`config.mk`:
```
export PLATFORM = sky130hd
export DESIGN_NAME = flash_seg_decoder
export DESIGN_NICKNAME = d
export VERILOG_FILES = /design/src/rtl/flash_seg_pkg.sv /design/src/rtl/seg_window_regs.sv /design/src/rtl/seg_range_match.sv /design/src/rtl/seg_first_hit.sv /design/src/rtl/flash_seg_decoder.sv
export SDC_FILE = /design/constraint.sdc
export NUM_CORES = 1
export LEC_CHECK = 0
export BUFFER_PORTS_ARGS = -buffer_cell sky130_fd_sc_hd__buf_2
export CAP_MARGIN = 20
export CORE_UTILIZATION = 40
export CTS_CLUSTER_SIZE = 16
export DETAILED_ROUTE_END_ITERATION = 12
export PLACE_DENSITY = 0.6
export SLEW_MARGIN = 20
export SYNTH_ARGS = -nofsm -noshare
export SYNTH_HDL_FRONTEND = slang
export SYNTH_SLANG_ARGS = --single-unit
```
`constraint.sdc`:
```
create_clock -name clk -period 6.3 [get_ports clk]
set_clock_uncertainty 0.05 [all_clocks]
set_input_delay 1.26 -clock clk [delete_from_list [all_inputs] [get_ports clk]]
set_output_delay 1.26 -clock clk [all_outputs]
set_load 0.05 [all_outputs]
```
`src/rtl/flash_seg_pkg.sv`:
```
package flash_seg_pkg;
  localparam int SEG_UNIT_W = 8;

  // Field order matches the register image bits [31:16]
  typedef struct packed {
    logic [SEG_UNIT_W-1:0] stop;
    logic [SEG_UNIT_W-1:0] first;
  } seg_win_t;
endpackage

```
`src/rtl/seg_window_regs.sv`:
```
module seg_window_regs
  import flash_seg_pkg::*;
#(
  parameter int                    NUM_CS      = 5,
  parameter int                    REG_AW      = 8,
  parameter logic [REG_AW-1:0]     REG_BASE    = 8'h30,
  parameter logic [SEG_UNIT_W-1:0] BASE_UNIT   = 8'h40,
  parameter int                    SPAN_UNITS  = 32,
  parameter int                    FIRST_UNITS = 8,
  parameter int                    NEXT_UNITS  = 4
) (
  input  logic              clk,
  input  logic              rst_n,
  input  logic              reg_wr,
  input  logic [REG_AW-1:0] reg_addr,
  input  logic [31:0]       reg_wdata,
  output logic [31:0]       reg_rdata,
  output seg_win_t          win_q [NUM_CS]
);
  localparam int CS_W = (NUM_CS > 1) ? $clog2(NUM_CS) : 1;
  localparam logic [REG_AW-1:0] MAP_BYTES = REG_AW'(4 * NUM_CS);
  localparam logic [SEG_UNIT_W:0] LIMIT_U =
    (SEG_UNIT_W+1)'(int'(BASE_UNIT) + SPAN_UNITS);

  logic [REG_AW-1:0] rel;
  logic              in_map;
  logic [CS_W-1:0]   sel;
  seg_win_t          cand;
  logic              cand_open;
  logic              cand_ok;
  logic              unused_low;

  assign rel    = reg_addr - REG_BASE;
  assign in_map = (reg_addr >= REG_BASE) && (rel < MAP_BYTES) && (rel[1:0] == 2'b00);
  assign sel    = CS_W'(rel >> 2);

  assign cand       = reg_wdata[31:16];
  assign cand_open  = cand.first < cand.stop;
  assign unused_low = ^reg_wdata[15:0];

  // Legality of an incoming window: span limits, then downward overlap scan
  always_comb begin
    cand_ok = 1'b1;
    if (cand_open) begin
      if (cand.first < BASE_UNIT) cand_ok = 1'b0;
      if ({1'b0, cand.stop} > LIMIT_U) cand_ok = 1'b0;
      for (int j = 0; j < NUM_CS; j++) begin
        if ((CS_W'(j) < sel) &&
            (win_q[j].first < win_q[j].stop) &&
            (cand.first < win_q[j].stop) &&
            (win_q[j].first < cand.stop))
          cand_ok = 1'b0;
      end
    end
  end

  for (genvar i = 0; i < NUM_CS; i++) begin : g_win
    localparam int OFS = (i == 0) ? 0 : FIRST_UNITS + (i - 1) * NEXT_UNITS;
    localparam int SZ  = (i == 0) ? FIRST_UNITS : NEXT_UNITS;
    localparam seg_win_t DFLT = '{
      stop:  SEG_UNIT_W'(int'(BASE_UNIT) + OFS + SZ),
      first: SEG_UNIT_W'(int'(BASE_UNIT) + OFS)
    };

    always_ff @(posedge clk or negedge rst_n) begin
      if (!rst_n) begin
        win_q[i] <= DFLT;
      end else if (reg_wr && in_map && (sel == CS_W'(i)) && cand_ok) begin
        win_q[i] <= cand;
      end
    end
  end

  assign reg_rdata = in_map ? {win_q[sel], 16'h0000} : 32'h0;
endmodule

```
`src/rtl/seg_range_match.sv`:
```
module seg_range_match
  import flash_seg_pkg::*;
#(
  parameter int NUM_CS = 5
) (
  input  logic [SEG_UNIT_W-1:0] unit,
  input  seg_win_t              win [NUM_CS],
  output logic [NUM_CS-1:0]     hit_vec
);
  for (genvar i = 0; i < NUM_CS; i++) begin : g_cmp
    logic is_open;
    assign is_open    = win[i].first < win[i].stop;
    assign hit_vec[i] = is_open && (unit >= win[i].first) && (unit < win[i].stop);
  end
endmodule

```
`src/rtl/seg_first_hit.sv`:
```
module seg_first_hit #(
  parameter int NUM_CS = 5,
  parameter int CS_W   = 3
) (
  input  logic [NUM_CS-1:0] hit_vec,
  output logic              any_hit,
  output logic [CS_W-1:0]   pick
);
  // Scan downward so the lowest set index is the last one written
  always_comb begin
    any_hit = 1'b0;
    pick    = '0;
    for (int i = NUM_CS - 1; i >= 0; i--) begin
      if (hit_vec[i]) begin
        any_hit = 1'b1;
        pick    = CS_W'(i);
      end
    end
  end
endmodule

```
`src/rtl/flash_seg_decoder.sv`:
```
module flash_seg_decoder
  import flash_seg_pkg::*;
#(
  parameter int                    NUM_CS      = 5,
  parameter int                    UNIT_SHIFT  = 23,
  parameter int                    REG_AW      = 8,
  parameter logic [REG_AW-1:0]     REG_BASE    = 8'h30,
  parameter logic [SEG_UNIT_W-1:0] BASE_UNIT   = 8'h40,
  parameter int                    SPAN_UNITS  = 32,
  parameter int                    FIRST_UNITS = 8,
  parameter int                    NEXT_UNITS  = 4,
  localparam int                   ADDR_W      = SEG_UNIT_W + UNIT_SHIFT,
  localparam int                   CS_W        = (NUM_CS > 1) ? $clog2(NUM_CS) : 1
) (
  input  logic              clk,
  input  logic              rst_n,
  input  logic              reg_wr,
  input  logic [REG_AW-1:0] reg_addr,
  input  logic [31:0]       reg_wdata,
  output logic [31:0]       reg_rdata,
  input  logic              req_valid,
  output logic              req_ready,
  input  logic [ADDR_W-1:0] req_addr,
  output logic              rsp_valid,
  input  logic              rsp_ready,
  output logic              rsp_hit,
  output logic [CS_W-1:0]   rsp_cs,
  output logic [ADDR_W-1:0] rsp_offset
);
  seg_win_t                win [NUM_CS];
  logic [NUM_CS-1:0]       hit_vec;
  logic                    any_hit;
  logic [CS_W-1:0]         pick;
  logic [SEG_UNIT_W-1:0]   req_unit;
  logic [ADDR_W-1:0]       win_base;
  logic [ADDR_W-1:0]       calc_offset;
  logic                    req_fire;

  seg_window_regs #(
    .NUM_CS(NUM_CS), .REG_AW(REG_AW), .REG_BASE(REG_BASE), .BASE_UNIT(BASE_UNIT),
    .SPAN_UNITS(SPAN_UNITS), .FIRST_UNITS(FIRST_UNITS), .NEXT_UNITS(NEXT_UNITS)
  ) i_regs (
    .clk(clk), .rst_n(rst_n), .reg_wr(reg_wr), .reg_addr(reg_addr),
    .reg_wdata(reg_wdata), .reg_rdata(reg_rdata), .win_q(win)
  );

  assign req_unit = req_addr[ADDR_W-1:UNIT_SHIFT];

  seg_range_match #(.NUM_CS(NUM_CS)) i_match (
    .unit(req_unit), .win(win), .hit_vec(hit_vec)
  );

  seg_first_hit #(.NUM_CS(NUM_CS), .CS_W(CS_W)) i_pick (
    .hit_vec(hit_vec), .any_hit(any_hit), .pick(pick)
  );

  assign win_base    = {win[pick].first, {UNIT_SHIFT{1'b0}}};
  assign calc_offset = any_hit ? (req_addr - win_base) : '0;

  assign req_ready = !rsp_valid || rsp_ready;
  assign req_fire  = req_valid && req_ready;

  always_ff @(posedge clk or negedge rst_n) begin
    if (!rst_n) begin
      rsp_valid  <= 1'b0;
      rsp_hit    <= 1'b0;
      rsp_cs     <= '0;
      rsp_offset <= '0;
    end else if (req_fire) begin
      rsp_valid  <= 1'b1;
      rsp_hit    <= any_hit;
      rsp_cs     <= any_hit ? pick : '0;
      rsp_offset <= calc_offset;
    end else if (rsp_ready) begin
      rsp_valid  <= 1'b0;
    end
  end
endmodule

```
==> summary by stage, run 1 <==
Worst setup path
Walking the worst path, the cells encountered are buf_2 > inv_1 > ha_1 > nand2b_1 > a2111oi_0 > nor4_1 > o21a_1 > and3_1 > nor3_1 > and2_1 > mux2i_1 > ha_1 > nor2b_1 > o21ai_0 > nand2b_1 > a21o_1 > a21o_1 > a21o_1 > a21oi_1 > xnor2_1 > xnor2_1 > o21ai_0. The cell repeated most along the worst path is sky130_fd_sc_hd__a21o_1. The maximum cell stage delay along the critical path is 510 ps.

The master of the slowest instance on the critical path is sky130_fd_sc_hd__a2111oi_0. The family of cells with the greatest summed delay on the critical path is compound AO/OA/AOI/OAI gates. The required time of the critical path is 6550 ps. The largest driver fanout on the critical path is 7. The critical path endpoint category is a flop. The data arrival at the endpoint of the critical path is 5910 ps. STA classifies the critical path startpoint as an input pin. The combined buffer and inverter count along the critical path is 2.

The start-to-end type of the worst setup path is input pin to flop.

Clock network
The cell at the root of the clock tree is sky130_fd_sc_hd__clkbuf_16. For this design, the CTS-stage hold fixing added 0 buffers. In this run the number of H-tree levels came out at 4. The clock tree from TritonCTS is yes.

The tree built by TritonCTS fans out to 116 sinks. Gates resized during post-CTS repair numbered 0. Once the clock tree was built, the setup fixing pass inserted 0 buffers. At the later pin of the worst-skew pair, clock insertion delay measures 430 ps. The number of CTS-inserted buffers is 17. After clock tree synthesis, the clock-pin slew on the worst setup and hold paths is 60 ps. No sink is reached through more buffers than the 2 on the longest clock path.

Synthesis
Counting flops with an async set or reset pin after synthesis yields a share of 100%. The sequential fraction of the synthesis area is 28.9%. The top cell type by total area after synthesis is sky130_fd_sc_hd__ha_1. During synthesis, Yosys emitted a total of 0 warnings. The most used flip-flop cell after synthesis is sky130_fd_sc_hd__dfrtp_1.

The number of enable-type register cells in the synthesized netlist is 0. After synthesis, the most frequently instantiated cells are sky130_fd_sc_hd__ha_1, sky130_fd_sc_hd__dfrtp_1, sky130_fd_sc_hd__inv_1, sky130_fd_sc_hd__a21oi_1. In this run the cell area of the synthesized design comes to 10100 sq um. The most common cell in the synthesized netlist is sky130_fd_sc_hd__ha_1. Sorting the synthesized cells by area gives the leading types as sky130_fd_sc_hd__ha_1, sky130_fd_sc_hd__dfrtp_1, sky130_fd_sc_hd__dfstp_2. The distinct cell type count after synthesis is 71. The share of Yosys cell area claimed by the top area cell type is 24.3%. A synthesized cell averages 10.2 sq um. The flip-flop and latch count after synthesis is 116. In the synthesized netlist, the number of instances is 991.

Route
The detail route stage leaves a number of antenna-violating nets equal to 0. After detailed routing, the total wire length is 30100 microns. After detailed routing, the average wire length per cell comes to 20.8 microns. The via total after detailed routing is 8218. For this block, the initial DRC count from the detailed router was 597. The detailed-router iteration count before antenna repair is 5. The routed via count divided by cell count is 5.69.

The DRC violation count after routing is 0.

Placed design
The number of buffers inserted by port buffering is 112. OpenSTA, run right after detailed placement, puts the worst setup slack at 240 ps. At the end of routability-driven placement, the weighted congestion stood at 0.896. After legalization and detailed placement, the total HPWL measured 22300 microns.

Final layout
Cells fill 47.2% of the core in the end. Relative to the synthesized area, the layout overhead comes to 14.6%. The proportion of layout cells with a drive suffix above 1 is 22.8%.

The final layout contains 1382 nets. The antenna diode count is 0.

Global route
Entering global routing, the biggest net connects 61 pins. In the global route stage, overall resource usage came out at 24.0%. The total grt overflow is 0. The wire length of the first global-routing pass is 47300 microns. The initial antenna violation count is 0. The via count of the first global-routing pass is 8105.

STA
In the final timing run, aggregate negative setup slack is 0 ps. In this run the tightest slew margin relative to its limit is 42.6%. The total setup violations reported at the end of the flow is 0.

Setup repair after global routing left no endpoint under its margin. The slack of the critical path is 632 ps. The max-slew violation total from the final report is 0. The portion of the clock cycle consumed by the worst path in the final layout is 90.0%.

The final number of hold-violating endpoints is 0. The slew at the pin with the worst max-slew slack is 861 ps. Derived from the worst setup path, the maximum achievable clock frequency is 0.176 GHz.

The post-route minimum period is 5670 ps.

Floorplanning
The initial utilization of the core area, before any placement, comes to 41.2%. The horizontal die dimension is 161 microns. The floorplan step set the die height to 161 microns.

The placeable core region is 24600 sq um. The initialized floorplan defines 57 standard-cell rows. The count of boundary I/O pins is 145. The area of the die is 26000 sq um.

Power
Summed over all cells, the static leakage comes to 5.95 nW. Power comes to 2.38 mW. The power density normalized to cell area is 205 nW/um^2. The maximum resistive drop on vdd is 162 uV.

Min path
The min-delay analysis places its worst path in the category flop to flop.

Run status
The flow ran to the end, and the final reports show no timing, DRC or antenna violations.

Run
The max capacitance violation total is 0.
-- worst register-to-register path: stages (launching register included) --
cell	delay [ps]
sky130_fd_sc_hd__dfstp_2	530
sky130_fd_sc_hd__inv_1	80
sky130_fd_sc_hd__ha_1	280
sky130_fd_sc_hd__o211ai_1	90
sky130_fd_sc_hd__nor2_1	70
sky130_fd_sc_hd__a2111oi_0	570
sky130_fd_sc_hd__o21ai_0	270
sky130_fd_sc_hd__nor3_1	460
sky130_fd_sc_hd__a22oi_1	210
sky130_fd_sc_hd__nor2_1	350
sky130_fd_sc_hd__buf_4	270
sky130_fd_sc_hd__a211oi_1	60
sky130_fd_sc_hd__a21oi_1	160
sky130_fd_sc_hd__mux2i_1	100
sky130_fd_sc_hd__ha_1	320
sky130_fd_sc_hd__o21ai_0	90
sky130_fd_sc_hd__nand2b_1	100
sky130_fd_sc_hd__a21o_1	190
sky130_fd_sc_hd__a21o_1	190
sky130_fd_sc_hd__a21o_1	170
sky130_fd_sc_hd__a21oi_1	180
sky130_fd_sc_hd__xnor2_1	160
sky130_fd_sc_hd__xnor2_1	140
sky130_fd_sc_hd__o21ai_0	90
-- placed cells by master, fill, tap and decap left out, drive strengths merged, types with 24 or more instances in the layout --
cell type,netlist,routed
buf,26,127
mux2i,42,42
o21ai,38,38
a21oi,60,60
dfstp,24,24
nand2b,28,28
mux2,49,49
a21o,43,43
a22o,24,24
dfrtp,92,92
inv,86,92
nor2,39,39
ha,197,197
nand2,33,33
-- routing by layer --
metal  part of all wire (%)  track usage [%]
met5                      0                0
met2                     46             39.3
met4                    2.2             7.33
met1                     46             32.7
met3                    5.5             3.52
-- path summary, 6_finish.rpt --
kind	from	end	slack, ps	cells past startpoint
min in group asynchronous	rst_n	i_regs.win_q[1]	830	1
setup reg to reg	i_regs.win_q[26]	rsp_offset[30]	1010	23
hold reg to reg	rsp_hit	rsp_hit	420	2
max in group asynchronous	rst_n	i_regs.win_q[60]	4020	2
hold / removal	rsp_hit	rsp_hit	420	2
setup / recovery	req_addr[23]	rsp_offset[30]	630	22
-- kinds of logic after synthesis --
group	Yosys count	synth area share (%)
xor+xnor	8	0.691
other cells	1	0.0370
fa+ha+maj	198	24.5
flops	116	28.9
mux	105	12.7
simple gates	183	9.36
buf+inv	131	5.90
compound gates	249	17.8
-- final cells by class --
| class | instances | area (sq um) |
|---|---|---|
| Clock buffer | 17 | 425 |
| Clock inverter | 15 | 171 |
| Inverter | 87 | 332 |
| Fill cell | 2381 | 13000 |
| Multi-Input combinational cell | 759 | 6670 |
| Sequential cell | 116 | 2930 |
| Timing Repair Buffer | 127 | 676 |
| Tap cell | 324 | 405 |
-- flip-flops by register name, summed over array words and instances (netlist names) --
register and cells:
i_regs.win_q 80, rsp_cs 3, rsp_valid 1, rsp_offset 31, rsp_hit 1
-- stage by stage --
stage / cells / cell area (sq um) / hold WS, ps
finish: 1445 / 11600 / 415
global route: 1445 / 11600 / 442
CTS: 1445 / 11600 / 423
detailed placement: 1413 / 11000 / 409
global placement: 1413 / 11000 / 407
floorplan: 1006 / 10200 / 464
-- where the power goes --
group,switching [mW],total [mW],internal (mW)
sequential,0.0331,0.828,0.795
clock,0.403,0.995,0.593
combinational,0.384,0.554,0.170
No activity file was read; power rests on OpenSTA's default activity.
==> inputs of run 2 (changes only) <==
PLACE_DENSITY = default   (was 0.6)
REMOVE_ABC_BUFFERS = 1   (was default)
==> run 2 against run 1 <==
Sequential power about the same; worst hold slack improved by 5.3 ps; register-to-register slack improved by 120 ps; sequential share of layout area about the same; non-clock buffer count increased by 1; wire length decreased by 1.4%; worst setup slack improved by 45 ps; critical path type unchanged; highest routed layer unchanged.
==> summary by stage, run 2 (synthesis results as in run 1) <==
Final layout
The layout-stage area growth over the synthesis result is 14.4%. The most common library cell in the layout ignoring fill and taps is sky130_fd_sc_hd__ha_1. In the final layout, the share of cells above drive strength 1 is 22.9%.

In the final layout, the registers with the most flip-flops are i_regs.win_q x80, rsp_offset x31, rsp_cs x3. The area of all placed cells without fillers is 11600 sq um. The final core utilization is 47.1%. The number of nets in the final layout is 1383. 0 antenna diodes ended up in the layout.

Leaving out fill and tap cells, the most frequent cells in the layout are sky130_fd_sc_hd__ha_1, sky130_fd_sc_hd__buf_2, sky130_fd_sc_hd__dfrtp_1. The register with the most flip-flops is i_regs.win_q. The register with the most flip-flops in the layout has 80 of them. After the flow finishes, the layout carries non-filler instances totaling 1446.

STA
The final number of hold-violating endpoints is 0. The post-route minimum period is 5620 ps. The worst pin sits at a relative slew slack of 38.0%. The maximum clock frequency is 0.178 GHz.

The final worst hold slack is 420 ps. Setup repair after global routing left no endpoint under its margin. The slack of the critical path is 677 ps. Setup total negative slack on the finished layout was measured at 0 ps.

Of the available clock period, the critical path in the final layout requires 89.3%. The slew at the pin with the worst max-slew slack is 930 ps. The max-slew violation total from the final report was 0.

Setup violations remaining at the end of the flow were counted as 0.

Global route
The wire length of the first global-routing pass is 46500 microns. The largest net degree at the start of global routing is 62. The total grt overflow is 0. The via count of the first global-routing pass is 8270. The initial antenna violation count is 0. The aggregate global-route resource usage is 23.5%.

Worst setup path
In this run the critical register-to-register path is launched from i_regs.win_q[17]. The capturing point of the worst reg2reg path is rsp_offset[30]. The cell repeated most along the worst path is sky130_fd_sc_hd__a21o_1. The sort of element at the start of the critical path is an input pin. The setup path with the least slack is of type input pin to flop.

On the worst path, the slowest cell contributes a delay of 520 ps. The path depth of the worst reg2reg path is 22. The combined buffer and inverter count along the critical path is 2.

The signal on the critical path passes through buf_2 > inv_1 > ha_1 > nand2b_1 > a21o_1 > a2111oi_0 > o31a_1 > o2bb2ai_1 > a21oi_2 > o21ai_0 > a21oi_1 > mux2i_1 > ha_1 > nor2b_1 > o21ai_0 > nand2b_1 > a21o_1 > a21o_1 > a21o_1 > a21oi_1 > xnor2_1 > xnor2_1 > o21ai_0. STA classifies the critical path endpoint as a flop. The largest driver fanout on the critical path is 9. The setup slack of the most critical reg-to-reg path is 1130 ps. For this design, the slowest cell found on the critical path is sky130_fd_sc_hd__a2111oi_0.

The family of cells with the greatest summed delay on the critical path is compound AO/OA/AOI/OAI gates. Data arrives at the worst endpoint at 5860 ps. Data on the critical path is required at its endpoint by 6540 ps. The source of the critical timing path is req_addr[23].

Floorplanning
The area of the die is 26000 sq um. The count of boundary I/O pins is 145. The placeable core region is 24600 sq um. The total number of placement rows is 57. The die is 161 microns wide. The initial core utilization is 41.2%. The die is 161 microns tall.

Power
The design internal power is 1.51 mW. The switching power is 0.796 mW. The logic gate share of total power is 24.0%. The cell leakage power is 5.93 nW. The total power is 2.30 mW. The clock network is responsible for 40.1% of the overall power.

The maximum resistive drop on vdd is 147 uV. The share of total power dissipated in sequential elements is 35.9%. Net switching is 34.6% of the power.

In this run the power density over the cells is 199 nW/um^2.

Min path
For hold timing, the worst endpoint is rsp_offset[26]. The tightest min-delay check is of the flop to flop type. The source of the worst hold timing path is rsp_offset[26]. The number of stages on the worst hold path is 2.

Clock network
The number of CTS-inserted buffers is 17. CTS placed an instance of sky130_fd_sc_hd__clkbuf_16 at the clock tree root. The number of buffers added for setup after CTS is 0.

The clock tree from TritonCTS is yes. Clock-pin slew was measured on the worst setup and hold paths at 50 ps. The number of hold buffers added after CTS was 0.

The clock tree synthesis step divided the H-tree into 4 levels. The clock net in this run drives a total of 116 sinks. No sink is reached through more buffers than the 2 on the longest clock path.

The post-CTS resize count is 0. The clock latency of the later-clocked register in the worst-skew pair is 430 ps.

Placed design
The worst-case setup slack after placement is 253 ps. Port buffering added 112 buffers. The congestion estimate from routability-driven global placement came to 0.925. Once placement completed, the tool counted placed cells totaling 1414. Summing all placed instances gives a cell area of 11000 sq um. Detailed placement ended at an HPWL of 22300 microns.

Route
The via total after detailed routing is 8247. In the final routed layout, each cell accounts on average for 20.5 microns. The detailed-router iteration count before antenna repair is 5.

The DRC marker count from the first detailed-route iteration is 540. The total wirelength of the detailed-routed design is 29700 microns. Dividing the detail-routed via count by the number of cells gives 5.70. The DRC violation count after routing is 0. The post-route antenna net violation count is 0.

Run
Across the run, the number of max-cap violations was 0.

Run status
The run finished with clean final reports.
==> run 2: changes by cell type in the layout (fill, tap and decap cells not counted), sizes merged <==
cell / before / now
bufinv: 2 / 1
inv: 92 / 89
clkinvlp: 1 / 4
clkinv: 7 / 8
buf: 127 / 128
==> run 2: routing by layer <==
metal | GRT usage, % | wire length, microns | up-vias | share of wire [%]
met4 | 7.76 | 738 | 0 | 2.5
met2 | 39.3 | 14000 | 281 | 47
met5 | 0 | 0 | - | 0
met3 | 3.75 | 1670 | 49 | 5.6
met1 | 31.0 | 13200 | 4012 | 45
li1 | - | - | 3905 | -
==> run 2: area by class of cell <==
class / instances / area, sq um
Fill cell: 2333 / 13000
Multi-Input combinational cell: 759 / 6670
Sequential cell: 116 / 2930
Timing Repair Buffer: 128 / 696
Clock buffer: 17 / 425
Tap cell: 324 / 405
Inverter: 87 / 332
Clock inverter: 15 / 133
==> run 2: worst max-delay path by stage <==
stage,to,slack (ps),cells past startpoint
global placement,rsp_offset[30],310,23
floorplan,rsp_offset[30],300,23
finish,rsp_offset[30],680,23
CTS,rsp_offset[30],680,23
global route,rsp_offset[30],260,24
detailed placement,rsp_offset[30],250,23
==> run 2: power groups by stage <==
| stage | clock [mW] | combinational (mW) | sequential (mW) |
|---|---|---|---|
| finish | 0.925 | 0.552 | 0.828 |
| detailed placement | 0 | 0.550 | 0.841 |
| global placement | 0 | 0.542 | 0.838 |
| floorplan | 0 | 0.243 | 0.959 |
| CTS | 0.944 | 0.553 | 0.828 |
| global route | 0.981 | 0.603 | 0.833 |
==> run 2: worst min-delay path: stages (launching register included) <==
cell and delay [ps]:
sky130_fd_sc_hd__dfrtp_1 330, sky130_fd_sc_hd__nand2_1 40, sky130_fd_sc_hd__o21ai_0 60
==> inputs of run 3 (changes only) <==
CORE_UTILIZATION = 59   (was 40)
PLACE_DENSITY = 0.82   (was default)
clock period = 5.3 ns   (was 6.3 ns; I/O delays follow)
==> run 3 against run 2 <==
Wire length fell by 3.6%; highest routed layer unchanged; critical endpoint unchanged; final cell count fell by 5.3%; final area rose by 1.2%; largest cell class unchanged; worst hold slack better by 1.6 ps; combinational power rose by 24%.
==> summary by stage, run 3 (synthesis results as in run 1) <==
Clock network
The clock tree from TritonCTS is yes. TritonCTS created 17 clock buffers. The depth of the CTS H-tree is 4.

The tree is rooted in a sky130_fd_sc_hd__clkbuf_16. Hold repair after CTS inserted 0 buffers. The clock passes through at most 2 buffers. Counting every sink on the clock net gives 116. For the worst-skew pair, the clock arrives at the later sink with an insertion delay of 430 ps. The clock edge transition at the registers on the reported setup and hold paths is 60 ps.

Power
The switching share of power is 33.7%. Internal power comes to 1.89 mW. The switching power is 0.960 mW. The proportion of power drawn by flip-flops and latches is 34.5%. Of the total power, the clock network draws 41.4%. The maximum resistive drop on vdd is 219 uV. The analysis attributes to cell leakage a power of 6.09 nW. For this design the ratio of total power to cell area is 243 nW/um^2. The logic gate share of total power is 24.1%.

Final layout
The register with the most flip-flops in the final layout is i_regs.win_q. The area growth from synthesis to layout is 15.9%. In the layout the commonest cells are sky130_fd_sc_hd__ha_1, sky130_fd_sc_hd__buf_2, sky130_fd_sc_hd__dfrtp_1. Counting the fill cells in the layout gives 1218.

The largest registers in the layout are i_regs.win_q x80, rsp_offset x31, rsp_cs x3. The number of flip-flops under the largest register name is 80. The antenna diode count is 0. Measured on the finished design, the core utilization comes to 70.3%. Summing all multi-input logic gate instances after layout gives 6690 sq um. The number of nets in the final layout is 1410. In the final layout, flip-flops and latches occupy 2930 sq um. The proportion of layout cells with a drive suffix above 1 is 25.1%. The most common library cell in the layout ignoring fill and taps is sky130_fd_sc_hd__ha_1.

STA
The final number of hold-violating endpoints is 0. The slew at the pin with the worst max-slew slack is 676 ps. The maximum clock frequency is 0.199 GHz. Hold timing on the final database bottoms out at a slack of 422 ps.

Setup repair after global routing left no endpoint under its margin. The tightest slew margin relative to the limit is 55.0%. The post-route minimum period is 5020 ps.

The max-slew violation total from the final report is 0. Dividing the final minimum period by the clock period gives 94.7%. Adding up every negative setup slack in the final design gives 0 ps. The slack of the critical path is 279 ps.

Setup violations remaining at the end of the flow were counted as 0.

Route
The routed via count divided by cell count is 6.36. Across all layers, the routed design uses 8712 vias. The DRC marker count from the first detailed-route iteration is 648.

After detailed routing, the number of remaining DRC violations is 0. In the final routed layout, each cell accounts on average for 20.9 microns. The final layout contains routed wiring with a total length of 28600 microns. Once detail routing completed, the nets flagged for antenna violations numbered 0.

The detailed-router iteration count before antenna repair is 5.

Placed design
The HPWL after detailed placement is 21000 microns. The number of buffers inserted by port buffering is 112. At the end of routability-driven placement, the weighted congestion stood at 0.940. The worst-case setup slack after placement is -235 ps.

Run
The tool flagged a number of max-cap violations equal to 0.

Min path
The worst hold path passes through 2 cells. The type of the tightest min-delay check is flop to flop. The worst hold path begins at rsp_offset[24].

The terminating pin of the worst hold path is rsp_offset[24].

Worst setup path
Counting cells, the worst reg-to-reg path comes to 23. The data arrival at the endpoint of the critical path is 5270 ps. Of all nets on the critical path, the largest fanout is 6.

The start-to-end type of the worst setup path is input pin to flop. The required time of the critical path is 5550 ps. The startpoint identified for the worst register-to-register timing path is i_regs.win_q[26]. The sort of element at the start of the critical path is an input pin.

The endpoint identified for the worst register-to-register timing path is rsp_offset[30]. The source of the critical timing path is req_addr[23]. The worst register-to-register path has a setup slack of 300 ps. The worst setup path is captured at a flop.

Global route
The initial antenna violation count is 0. In the global route stage, overall resource usage came out at 33.6%. The via count of the first global-routing pass is 8676. The total grt overflow is 0. Entering global routing, the biggest net connects 46 pins.

The wire length of the first global-routing pass is 45500 microns.

Floorplanning
The vertical die dimension is 133 microns. The die covers 17700 sq um. The die is 133 microns wide. The total number of placement rows is 47. The core region is 16700 sq um.

The count of boundary I/O pins is 145. The initial utilization of the core area, before any placement, comes to 60.7%.

Run status
The flow ran to the end, and the final reports show no timing, DRC or antenna violations.
[run 3: power by group through the flow]
stage / Combinational, mW / Sequential (mW) / Clock [mW]
floorplan: 0.288 / 1.14 / 0
global placement: 0.652 / 0.994 / 0
detailed placement: 0.671 / 0.999 / 0
CTS: 0.679 / 0.984 / 1.19
global route: 0.741 / 0.992 / 1.23
finish: 0.686 / 0.985 / 1.18
[run 3: per-stage QoR]
stage          cells  total power [mW]  area (sq um)
2_1_floorplan    962              1.43          9920
3_3_place_gp    1337              1.65         11100
3_5_place_dp    1337              1.67         11100
4_1_cts         1369              2.85         11700
5_1_grt         1369              2.96         11700
6_report        1369              2.85         11700
[run 3: how the worst max path moves through the flow]
stage	slack, ps	endpoint
floorplan	-500	rsp_offset[30]
global placement	-100	rsp_offset[30]
detailed placement	-240	rsp_offset[30]
CTS	50	rsp_offset[30]
global route	1	rsp_offset[30]
finish	280	rsp_offset[30]
[run 3: critical path, cell delays in order]
cell and delay [ps]:
sky130_fd_sc_hd__buf_2 120, sky130_fd_sc_hd__inv_2 110, sky130_fd_sc_hd__ha_1 240, sky130_fd_sc_hd__nand2b_1 140, sky130_fd_sc_hd__a2111oi_1 430, sky130_fd_sc_hd__buf_4 190, sky130_fd_sc_hd__o21ai_0 100, sky130_fd_sc_hd__a31oi_1 250
sky130_fd_sc_hd__or3_1 210, sky130_fd_sc_hd__a21oi_2 110, sky130_fd_sc_hd__buf_4 160, sky130_fd_sc_hd__nor2b_1 110, sky130_fd_sc_hd__a211oi_1 60, sky130_fd_sc_hd__a21oi_1 210, sky130_fd_sc_hd__mux2_2 210, sky130_fd_sc_hd__ha_1 160
sky130_fd_sc_hd__nor2b_1 60, sky130_fd_sc_hd__o21ai_1 130, sky130_fd_sc_hd__nand2b_1 110, sky130_fd_sc_hd__a21o_1 190, sky130_fd_sc_hd__a21o_1 190, sky130_fd_sc_hd__a21o_1 180, sky130_fd_sc_hd__a21oi_1 170, sky130_fd_sc_hd__xnor2_1 150
sky130_fd_sc_hd__xnor2_1 130, sky130_fd_sc_hd__o21ai_0 90
[run 3: final cells by class]
class                   count  area share, %
clock buffers              19           3.86
multi-input cells         759           57.0
inverters                  87           2.82
flip-flops and latches    116           25.0
well taps                 220           2.34
clock inverters            13           1.25
repair buffers            155           7.76
[run 3: per-layer routing]
layer	routed length, microns	track usage (%)
met5	0	0
met2	13300	53.7
met1	12000	42.6
met3	1860	5.71
met4	1460	20.1
[run 3: what timing repair did]
item	CTS	global route
endpoints found under the setup margin	0	3
gates resized for setup	0	8
setup buffers	0	0
